`config.mk`:
```
export PLATFORM = sky130hd
export DESIGN_NAME = synth_cfg_latch
export DESIGN_NICKNAME = d
export VERILOG_FILES = /design/src/rtl/synth_cfg_pkg.sv /design/src/rtl/synth_cfg_sync.sv /design/src/rtl/synth_cfg_ctrl.sv /design/src/rtl/synth_cfg_datapath.sv /design/src/rtl/synth_cfg_latch.sv
export SDC_FILE = /design/constraint.sdc
export NUM_CORES = 1
export LEC_CHECK = 0
export ABC_AREA = 0
export BUFFER_PORTS_ARGS = -buffer_cell sky130_fd_sc_hd__buf_2
export CORE_ASPECT_RATIO = 0.9
export CORE_MARGIN = 1
export CORE_UTILIZATION = 25
export CTS_BUF_LIST = sky130_fd_sc_hd__clkbuf_8
export CTS_CLUSTER_DIAMETER = 200
export DETAILED_ROUTE_END_ITERATION = 12
export GPL_ROUTABILITY_DRIVEN = 0
export MAX_ROUTING_LAYER = met4
export PLACE_DENSITY = 0.54
export SYNTH_ARGS = -nofsm -noshare
export SYNTH_HDL_FRONTEND = slang
export SYNTH_SLANG_ARGS = --single-unit
```
`constraint.sdc`:
```
create_clock -name clk -period 4.3 [get_ports clk]
set_clock_uncertainty 0.2 [all_clocks]
set_input_delay 0.43 -clock clk [delete_from_list [all_inputs] [get_ports clk]]
set_output_delay 0.43 -clock clk [all_outputs]
set_load 0.01 [all_outputs]
```
`src/rtl/synth_cfg_pkg.sv`:
```
package synth_cfg_pkg;
  localparam int M_W     = 9;
  localparam int N_W     = 2;
  localparam int T_W     = 3;
  localparam int CHAIN_W = M_W + N_W + T_W;

  typedef struct packed {
    logic shiftEn;
    logic serOpen;
    logic parOpen;
  } strobe_t;
endpackage

```
`src/rtl/synth_cfg_sync.sv`:
```
module synth_cfg_sync #(
  parameter int W = 1,
  parameter int STAGES = 2,
  parameter logic [W-1:0] RST_VAL = '0
) (
  input  logic         clk,
  input  logic         rst_n,
  input  logic [W-1:0] din,
  output logic [W-1:0] dout
);
  logic [W-1:0] stageQ [STAGES];

  generate
    for (genvar s = 0; s < STAGES; s++) begin : g_stage
      always_ff @(posedge clk or negedge rst_n) begin
        if (!rst_n) stageQ[s] <= RST_VAL;
        else if (s == 0) stageQ[s] <= din;
        else stageQ[s] <= stageQ[(s == 0) ? 0 : s-1];
      end
    end
  endgenerate

  assign dout = stageQ[STAGES-1];
endmodule

```
`src/rtl/synth_cfg_ctrl.sv`:
```
module synth_cfg_ctrl
  import synth_cfg_pkg::*;
(
  input  logic    clk,
  input  logic    rst_n,
  input  logic    serClkS,
  input  logic    serLoadS,
  input  logic    parLoadS,
  output strobe_t strb
);
  logic serClkPrev;

  always_ff @(posedge clk or negedge rst_n) begin
    if (!rst_n) serClkPrev <= 1'b0;
    else        serClkPrev <= serClkS;
  end

  always_comb begin
    strb.shiftEn = serClkS && !serClkPrev;
    strb.parOpen = !parLoadS;
    strb.serOpen = serLoadS && parLoadS;
  end
endmodule

```
`src/rtl/synth_cfg_datapath.sv`:
```
module synth_cfg_datapath
  import synth_cfg_pkg::*;
(
  input  logic           clk,
  input  logic           rst_n,
  input  strobe_t        strb,
  input  logic           serDataS,
  input  logic [M_W-1:0] parMS,
  input  logic [N_W-1:0] parNS,
  output logic [M_W-1:0] cfgM,
  output logic [N_W-1:0] cfgN,
  output logic [T_W-1:0] cfgT
);
  localparam int M_LO = 0;
  localparam int N_LO = M_W;
  localparam int T_LO = M_W + N_W;

  logic [CHAIN_W-1:0] chain;

  always_ff @(posedge clk or negedge rst_n) begin
    if (!rst_n)           chain <= '0;
    else if (strb.shiftEn) chain <= {chain[CHAIN_W-2:0], serDataS};
  end

  always_ff @(posedge clk or negedge rst_n) begin
    if (!rst_n) begin
      cfgM <= '0;
      cfgN <= '0;
      cfgT <= '0;
    end else if (strb.parOpen) begin
      cfgM <= parMS;
      cfgN <= parNS;
    end else if (strb.serOpen) begin
      cfgM <= chain[M_LO +: M_W];
      cfgN <= chain[N_LO +: N_W];
      cfgT <= chain[T_LO +: T_W];
    end
  end

  assert_shift_in_R2: assert property (@(posedge clk) disable iff (!rst_n)
    strb.shiftEn |=> chain[0] == $past(serDataS));

  assert_chain_still_R2: assert property (@(posedge clk) disable iff (!rst_n)
    !strb.shiftEn |=> $stable(chain));

  assert_ser_follow_R4: assert property (@(posedge clk) disable iff (!rst_n)
    strb.serOpen |=> cfgT == $past(chain[T_LO +: T_W]) && cfgM == $past(chain[M_LO +: M_W]));

  assert_par_follow_R5: assert property (@(posedge clk) disable iff (!rst_n)
    strb.parOpen |=> cfgM == $past(parMS) && cfgN == $past(parNS));

  assert_t_serial_only_R7: assert property (@(posedge clk) disable iff (!rst_n)
    !strb.serOpen |=> $stable(cfgT));

  assert_hold_R8: assert property (@(posedge clk) disable iff (!rst_n)
    !(strb.serOpen || strb.parOpen) |=> $stable(cfgM) && $stable(cfgN));
endmodule

```
`src/rtl/synth_cfg_latch.sv`:
```
module synth_cfg_latch
  import synth_cfg_pkg::*;
#(
  parameter int SYNC_STAGES = 2
) (
  input  logic           clk,
  input  logic           rst_n,
  input  logic           serData,
  input  logic           serClk,
  input  logic           serLoad,
  input  logic           parLoad,
  input  logic [M_W-1:0] parM,
  input  logic [N_W-1:0] parN,
  output logic [M_W-1:0] cfgM,
  output logic [N_W-1:0] cfgN,
  output logic [T_W-1:0] cfgT
);
  localparam int BUS_W = 4 + M_W + N_W;
  localparam logic [BUS_W-1:0] BUS_RST = {4'b0001, {(M_W+N_W){1'b0}}};

  logic [BUS_W-1:0] rawBus;
  logic [BUS_W-1:0] syncBus;
  logic             serDataS, serClkS, serLoadS, parLoadS;
  logic [M_W-1:0]   parMS;
  logic [N_W-1:0]   parNS;
  strobe_t          strb;

  assign rawBus = {serData, serClk, serLoad, parLoad, parM, parN};
  assign {serDataS, serClkS, serLoadS, parLoadS, parMS, parNS} = syncBus;

  synth_cfg_sync #(.W(BUS_W), .STAGES(SYNC_STAGES), .RST_VAL(BUS_RST)) u_sync (
    .clk(clk), .rst_n(rst_n), .din(rawBus), .dout(syncBus)
  );

  synth_cfg_ctrl u_ctrl (
    .clk(clk), .rst_n(rst_n), .serClkS(serClkS), .serLoadS(serLoadS),
    .parLoadS(parLoadS), .strb(strb)
  );

  synth_cfg_datapath u_dp (
    .clk(clk), .rst_n(rst_n), .strb(strb), .serDataS(serDataS),
    .parMS(parMS), .parNS(parNS), .cfgM(cfgM), .cfgN(cfgN), .cfgT(cfgT)
  );
endmodule

```
Word-level counts from Yosys, hierarchy flattened --
Cells that the tools add are included.
Cells by class: eq/ne operators 1, mux-type cells 4, reduce and logical (&&, ||, !) cells 4
Operator list (number):
- 9-bit two-way mux | 2
- 2-bit two-way mux | 2
- 1-bit logical AND | 2
- 2-bit != test (second input constant) | 1
- 2-bit AND reduction | 1
- 1-bit logical NOT | 1
Storage, ports and cells: register bits after elaboration 59, output and inout bits 14, word-level logic and storage cells 16

Longest topological paths before layout --
Gate-level depths: netlist of run 1.
word-level depth 3, depth in mapped cells 4, mapped depth without buffers 2

By module --
A second synthesis of run 1 with hierarchy kept.
Unflattened totals: cell total of the unflattened synthesis 132, area, all modules 2054.5 µm²
By module, submodules not included:
- synth_cfg_datapath | times used 1, cells an instance 83, area each 1144.8 µm²
- synth_cfg_sync | times used 1, cells an instance 45, area each 865.8 µm²
- synth_cfg_ctrl | times used 1, cells an instance 4, area each 43.8 µm²

Worst setup path after synthesis of run 1 --
No wires, ideal clock.
path type register to register, from reg u_ctrl.serClkPrev, to reg u_dp.chain[10], setup time 125 ps, arrival 1013 ps, required time 3975 ps, path slack 2962 ps, cell stages (with the launch flop) 5, buffers on the path 2, period minus slack after synthesis 1338 ps, path through dfrtp_1 -> nor2b_4 -> buf_6 -> buf_12 -> mux2_4
Between the ends: cells in the longest elaborated chain, start to end 2
RTL lines:
- from (decl) | RTL line synth_cfg_ctrl.sv:11 | logic serClkPrev;
- from (signal assigned) | RTL line synth_cfg_ctrl.sv:15 | else serClkPrev <= serClkS;
- 1-bit logical NOT | RTL line synth_cfg_ctrl.sv:19 | strb.shiftEn = serClkS && !serClkPrev;
- 1-bit logical AND | RTL line synth_cfg_ctrl.sv:19
- to (signal assigned) | RTL line synth_cfg_datapath.sv:22 | else if (strb.shiftEn) chain <= {chain[CHAIN_W-2:0], serDataS};
- to (decl) | RTL line synth_cfg_datapath.sv:18 | logic [CHAIN_W-1:0] chain;
Every way passes these cells. A chain may end at the register's enable or synchronous reset.

Final worst setup path of run 1 --
from reg u_sync.stageQ (netlist bit u_sync.dout[11]), to reg u_dp.cfgT[2]
Between the ends: cells in the longest elaborated chain, start to end 2
RTL lines:
- from (decl) | RTL line synth_cfg_sync.sv:11 | logic [W-1:0] stageQ [STAGES];
- from (signal, indexed assignment) | RTL line synth_cfg_sync.sv:17 | else if (s == 0) stageQ[s] <= din;
- from (signal, indexed assignment) | RTL line synth_cfg_sync.sv:18 | else stageQ[s] <= stageQ[(s == 0) ? 0 : s-1];
- 1-bit logical AND | RTL line synth_cfg_ctrl.sv:21 | strb.serOpen = serLoadS && parLoadS;
- 2-bit AND reduction (no line) (*)
- to (signal assigned) | RTL line synth_cfg_datapath.sv:36 | cfgT <= chain[T_LO +: T_W];
- to (decl) | RTL line synth_cfg_datapath.sv:12 | output logic [T_W-1:0] cfgT
Every way passes the cells marked *; elsewhere a longest branch is shown, timed or not.

==> results of run 1 <==
## state kept, by name (all words and copies together) (netlist names)
signal and flops:
u_sync.dout 15, u_ctrl.serClkPrev 1, u_dp.cfgT 3, u_sync.stageQ 15, u_dp.cfgM 9, u_dp.chain 14, u_dp.cfgN 2
## per-layer routing
layer	track usage	share of wire	vias up	wire, um
met5	-	0	-	0
met4	0.0407	0.017	0	52
met3	0.0526	0.073	9	218
met2	0.122	0.45	31	1350
met1	0.104	0.46	505	1380
li1	-	-	495	-
## synthesized netlist by cell type
master | number | area share
nand2_1 | 1 | 0.0019
buf_4 | 1 | 0.0038
dfrtp_1 | 57 | 0.72
clkbuf_1 | 2 | 0.0038
buf_6 | 1 | 0.0057
dfstp_2 | 2 | 0.027
nor2b_4 | 1 | 0.0070
mux2_4 | 10 | 0.076
nor2_1 | 11 | 0.021
mux2i_1 | 11 | 0.056
buf_12 | 1 | 0.010
a21oi_1 | 11 | 0.028
mux2_2 | 7 | 0.040
## area by class of cell
class,instances,area [sq um]
multi-input cells,52,453
fillers,738,5050
clock inverters,5,53.8
well taps,96,120
clock buffers,11,151
flip-flops and latches,59,1480
repair buffers,46,308
## cell usage in the layout, fill, tap and decap left out
cell type,count
dfrtp_1,57
buf_2,30
dlygate4sd3_1,15
mux2i_1,11
nor2_1,11
a21oi_1,11
clkbuf_8,11
mux2_4,10
mux2_2,7
clkinvlp_4,2
dfstp_2,2
nor2b_4,1
nand2_1,1
inv_1,1
clkinv_2,1
bufinv_16,1
buf_4,1
## power by group
part | switching, uW | leakage [uW] | internal (uW)
registers | 75.1 | 0.000696 | 656
logic | 74.9 | 0.000404 | 134
clock network | 199 | 0.000103 | 296
## timing repair
| item | 4_1_cts | 5_1_grt |
|---|---|---|
| endpoints found under the hold margin | 15 | 0 |
| resized for setup | 0 | 0 |
| hold buffers | 15 | 0 |
## stage by stage
step | worst slack, ns | utilization | power, uW | hold WS, ns | instance area (sq um)
2_1_floorplan | 2.96 | - | 859 | -0.0656 | 1980
3_3_place_gp | 2.75 | 0.290 | 938 | 0.135 | 2210
3_5_place_dp | 2.72 | 0.290 | 943 | 0.135 | 2210
4_1_cts | 2.71 | 0.337 | 1460 | 0.0432 | 2560
5_1_grt | 2.62 | 0.337 | 1520 | 0.0718 | 2560
6_report | 2.70 | 0.337 | 1440 | 0.0340 | 2560
## cell families after synthesis
group	Yosys count
AND/OR/NAND/NOR	13
buffers and inverters	5
AO/OA/AOI/OAI	11
flip-flops	59
multiplexers	28
## final timing paths
path,start,end,depth (start not counted)
setup reg to reg,u_sync.dout[11],u_dp.cfgT[2],2
setup / recovery,u_sync.dout[11],u_dp.cfgT[2],2
hold / removal,rst_n,u_sync.dout[4],2
hold reg to reg,u_sync.stageQ[19],u_sync.dout[4],0
max in group asynchronous,rst_n,u_dp.chain[2],2
min in group clk,u_sync.stageQ[19],u_sync.dout[4],0
==> results.md, run 1 <==
- Multiplexer share of the synthesized area: 0.171
- Critical path peak fanout: 23
- Cell area after synthesis: 1980 sq um
- Clock root cell: clkbuf_8
- Syn_nets: 133
- Reg2Reg Setup Slack: 2.70 ns
- DRT iter0 DRCs: 37
- Vias in the first global route: 1096
- Largest stage delay, worst path: 0.76 ns
- Critical path's top delay family: flip-flops
- Ys Warns: 0
- Crit path cell chain: nand2_1 > mux2_2
- Simple-gate area share of the yosys netlist: 0.0297
- Crit path buffers/inverters: 0
- Avg Inst Size Synth: 17.1 sq um
- Xor/xnor share of the synthesized area: 0
- RSZ-0062 raised after global routing: no
- Status: complete, no violations
- Synthesized instance count: 116
- Area growth, synth to finish: 29.7%
- Pwr Density: 560 nW/um^2
- Arr. time, crit path: 1.61 ns
- Dpl cells: 238
- Grt ovf: 0
- Std-Cell Rows: 30
- Setup bufs post-CTS: 0
- Non-filler cells, final: 269
- ANT cells: 0
- Vias/cell: 3.87
- Initial antenna violation count: 0
- Sequential cell area fraction in the yosys report: 0.748
- Clock Pin Slew Worst Setup and Hold Paths: 0.07 ns
- FMAX: 0.627 GHz
- Netlist cell types: 13
- Slew Viols, Final: 0
- HPWL Detailed: 1.85 mm
- First-pass GRT wire length: 5.13 mm
- Max Cap Viol: 0
- Die X: 95.8 um
- Crit path required time: 4.31 ns
- H-Tree Depth: 3
- Nets@finish: 185
- CTS tree: built
- DRC: 0
- Critical-path top delay cell: dfstp_2
- Setup crit end kind: flip-flop
- Synth Area in Adders: 0
- Crit start category: flip-flop
- Largest net degree at the start of global routing: 60
- Synth Area in Compound Gates: 0.0278
- Total CTS buffers: 9
- Total global-route track usage: 0.0889
- Crit path kind: reg -> reg
- Slew at the pin with the worst max-slew slack: 0.708 ns
- Die height: 86.4 um
- Leakage Power: 0.00120 uW
- Routed via count: 1040
- Final hold violation count: 0
- Tmin final: 1.60 ns
- Post-route ant nets: 0
- Maximum clock insertion buffer count: 2
- VDD IR-drop max: 0.275 mV
- Share of cells above drive strength 1: 0.382
- Period utilization: 0.371
- Worst min-delay path class: in -> async
- Buffers added on ports: 30
- Final setup fails: 0
- Largest family of logic cells by synthesized area: multiplexers
- Die area: 8270 sq um
- DR pass1 iterations: 2
- Clock Latency Late Sink: 0.33 ns
- Slew HR: 0.528
- Core area: 7620 sq um
- Initial core utilization: 0.260
- CTS Sinks: 59
- Setup_tns: 0 ns
- FF+latch count, synth: 59
- Post-Route WL: 3.00 mm
- Drt wl/cell: 11.1 um
- I/O pin count: 31
(Power assumes the default switching activity.)
==> run 2: changes to the inputs <==
--- a/config.mk
+++ b/config.mk
@@ -15,7 +15,7 @@
 export DETAILED_ROUTE_END_ITERATION = 12
 export GPL_ROUTABILITY_DRIVEN = 0
 export MAX_ROUTING_LAYER = met4
-export PLACE_DENSITY = 0.54
+export PLACE_DENSITY = 0.55
 export SYNTH_ARGS = -nofsm -noshare
 export SYNTH_HDL_FRONTEND = slang
 export SYNTH_SLANG_ARGS = --single-unit
==> constraint.sdc (replaced) <==
create_clock -name clk -period 1.3 [get_ports clk]
set_clock_uncertainty 0.2 [all_clocks]
set_input_delay 0.13 -clock clk [delete_from_list [all_inputs] [get_ports clk]]
set_output_delay 0.13 -clock clk [all_outputs]
set_load 0.01 [all_outputs]
==> run 2 against run 1 <==
Net effect: the run now ends with negative setup slack left; via count is 0.87% lower; sequential share of layout area is 2.6 points lower; highest routed layer unchanged; fmax is 19% higher; first-iteration DRC count is 43% higher; die area stayed put; register-to-register slack worse by 2.7 ns; global-route usage is 0.075 points higher; critical endpoint is now u_dp.chain[0]; worst setup slack worse by 2.7 ns; sequential power grew to 3.3 times the previous value; worst hold slack better by 0.082 ns; cell area is 4.7% higher; non-clock buffer count is 5 higher.
==> results.md, run 2 (synthesis gave the netlist of run 1 again) <==
- Status: complete, but fails checks
- Failing checks: negative setup slack
- Critical path peak fanout: 14 (-39%)
- CTS tree: built
- Vias in the first global route: 1074 (-2.0%)
- Drt wl/cell: 11.0 um (-1.7%)
- Final hold violation count: 0 (unchanged)
- Area growth, synth to finish: 35.7%
- DR pass1 iterations: 4 (+2)
- Period utilization: 1.03 (+0.663)
- VDD IR-drop max: 1.14 mV (+310%)
- Clock root cell: clkbuf_8
- Met3 usage: 0.0316 (-0.0211)
- Vias/cell: 3.76 (-2.7%)
- RSZ-0062 raised after global routing: yes
- Post-Route WL: 3.00 mm (+0.17%)
- Setup crit end kind: flip-flop
- Commonest non-fill, non-tap cell in the layout: dfrtp_1
- HPWL Detailed: 1.85 mm (about the same)
- Core area: 7620 sq um (unchanged)
- Slew Viols, Final: 0 (unchanged)
- Crit path required time: 1.31 ns (-3.00 ns)
- Arr. time, crit path: 1.36 ns (-0.25 ns)
- Post-route ant nets: 0 (unchanged)
- Routed via count: 1031 (-0.87%)
- Commonest non-fill, non-tap cells in the layout: dfrtp_1, buf_2, dlygate4sd3_1
- Tmin final: 1.34 ns (-0.251 ns)
- Die X: 95.8 um (unchanged)
- Total CTS buffers: 9 (unchanged)
- Reg2Reg Capture Point: u_dp.chain[0]
- First-pass GRT wire length: 5.07 mm (-1.2%)
- Met2 usage: 0.112 (-0.0104)
- FMAX: 0.744 GHz (+19%)
- Dpl cells: 242 (+1.7%)
- Final WS setup: -0.0445 ns (-2.75 ns)
- Reg-to-reg startpoint: u_ctrl.serClkPrev
- Total global-route track usage: 0.0897 (+0.000752)
- Std-Cell Rows: 30 (unchanged)
- CTS Sinks: 59 (unchanged)
- Met1 usage: 0.115 (+0.0114)
- Buffers added on ports: 30 (unchanged)
- Die height: 86.4 um (unchanged)
- ANT cells: 0 (unchanged)
- Final setup fails: 12 (+12)
- H-Tree Depth: 3 (unchanged)
- Utilization after layout: 0.352 (+0.0158)
- Max Cap Viol: 0 (unchanged)
- Slew HR: 0.796 (+0.268)
- Slew at the pin with the worst max-slew slack: 0.307 ns (-0.402 ns)
- Worst Setup SP: u_ctrl.serClkPrev
- Reg2Reg Setup Slack: -0.04 ns (-2.75 ns)
- Die area: 8270 sq um (unchanged)
- Grt ovf: 0 (unchanged)
- Crit start category: flip-flop
- Setup_tns: -0.151 ns (-0.151 ns)
- Initial core utilization: 0.260 (unchanged)
- Maximum clock insertion buffer count: 2 (unchanged)
- Largest net degree at the start of global routing: 60 (unchanged)
- Initial antenna violation count: 0 (unchanged)
- Fillers: 720 (-2.4%)
- Pwr Density: 1920 nW/um^2 (+240%)
- Worst min-delay path class: in -> async
- I/O pin count: 31 (unchanged)
- Non-filler cells, final: 274 (+1.9%)
- Clock Pin Slew Worst Setup and Hold Paths: 0.07 ns (about the same)
- DRT iter0 DRCs: 53 (+43%)
- Clock Latency Late Sink: 0.33 ns (about the same)
- DRC: 0 (unchanged)
- Grt peak-use layer: met1
- Worst Reg-to-Reg Cells: 3 (+1)
- Share of cells above drive strength 1: 0.404 (+0.0230)
- Leakage Power: 0.00126 uW (+5.0%)
- Setup bufs post-CTS: 0 (unchanged)
- Nets@finish: 190 (+2.7%)
- Crit path kind: reg -> reg
## run 2: cell types whose count changed in the layout (fill, tap and decap cells not counted), moves of 2 or more
cell        previous run  this run
buf_12                 0         2
clkinv_4               0         2
bufinv_16              1         3
clkinvlp_4             2         0
## run 2: how the worst max path moves through the flow
stage	to	slack (ns)	depth (start not counted)
final	u_dp.chain[0]	-0.04	3
after global routing	u_dp.chain[0]	-0.08	3
after CTS	u_dp.chain[0]	-0.05	3
after detailed placement	u_dp.chain[1]	-0.05	3
after global placement	u_dp.chain[13]	-0.03	3
after floorplan	u_dp.chain[10]	-0.04	4
## run 2: power breakdown
part	total, uW	switching [uW]	internal [uW]
clock network	2030	703	1330
logic	740	270	470
registers	2390	216	2170
## run 2: metal layers
| metal | part of all wire | routed length, um | up-vias |
|---|---|---|---|
| met3 | 0.046 | 137 | 10 |
| met1 | 0.50 | 1500 | 487 |
| met4 | 0.029 | 86 | 0 |
| met5 | 0 | 0 | - |
| li1 | - | - | 504 |
| met2 | 0.43 | 1280 | 30 |
## run 2: area by class of cell
type,instances,area [sq um],area share
clock buffer,10,138,0.0513
clock inverter,6,113,0.0419
multi-input combinational,52,459,0.171
sequential,59,1480,0.551
tap,96,120,0.0447
timing repair buffer,51,377,0.140
## run 2: per-stage QoR
step / total power, uW / instance area [sq um] / worst slack [ns] / hold slack, ns
CTS: 5230 / 2680 / -0.0537 / 0.119
global route: 5440 / 2690 / -0.0823 / 0.139
floorplan: 2840 / 1980 / -0.0382 / -0.366
finish: 5160 / 2690 / -0.0445 / 0.116
global placement: 3100 / 2260 / -0.0278 / -0.0466
detailed placement: 3130 / 2260 / -0.0527 / -0.0454
## run 2: timing repair
item,4_1_cts,5_1_grt
gates cloned,0,0
resized for setup,0,3
hold endpoints to repair,74,0
hold buffers,16,0
setup endpoints to repair,14,15
## run 2: worst max-delay path, cell delays in order (launching register included)
cell	delay, ns
dfrtp_1	0.39
nor2b_4	0.13
buf_12	0.17
mux2_2	0.34
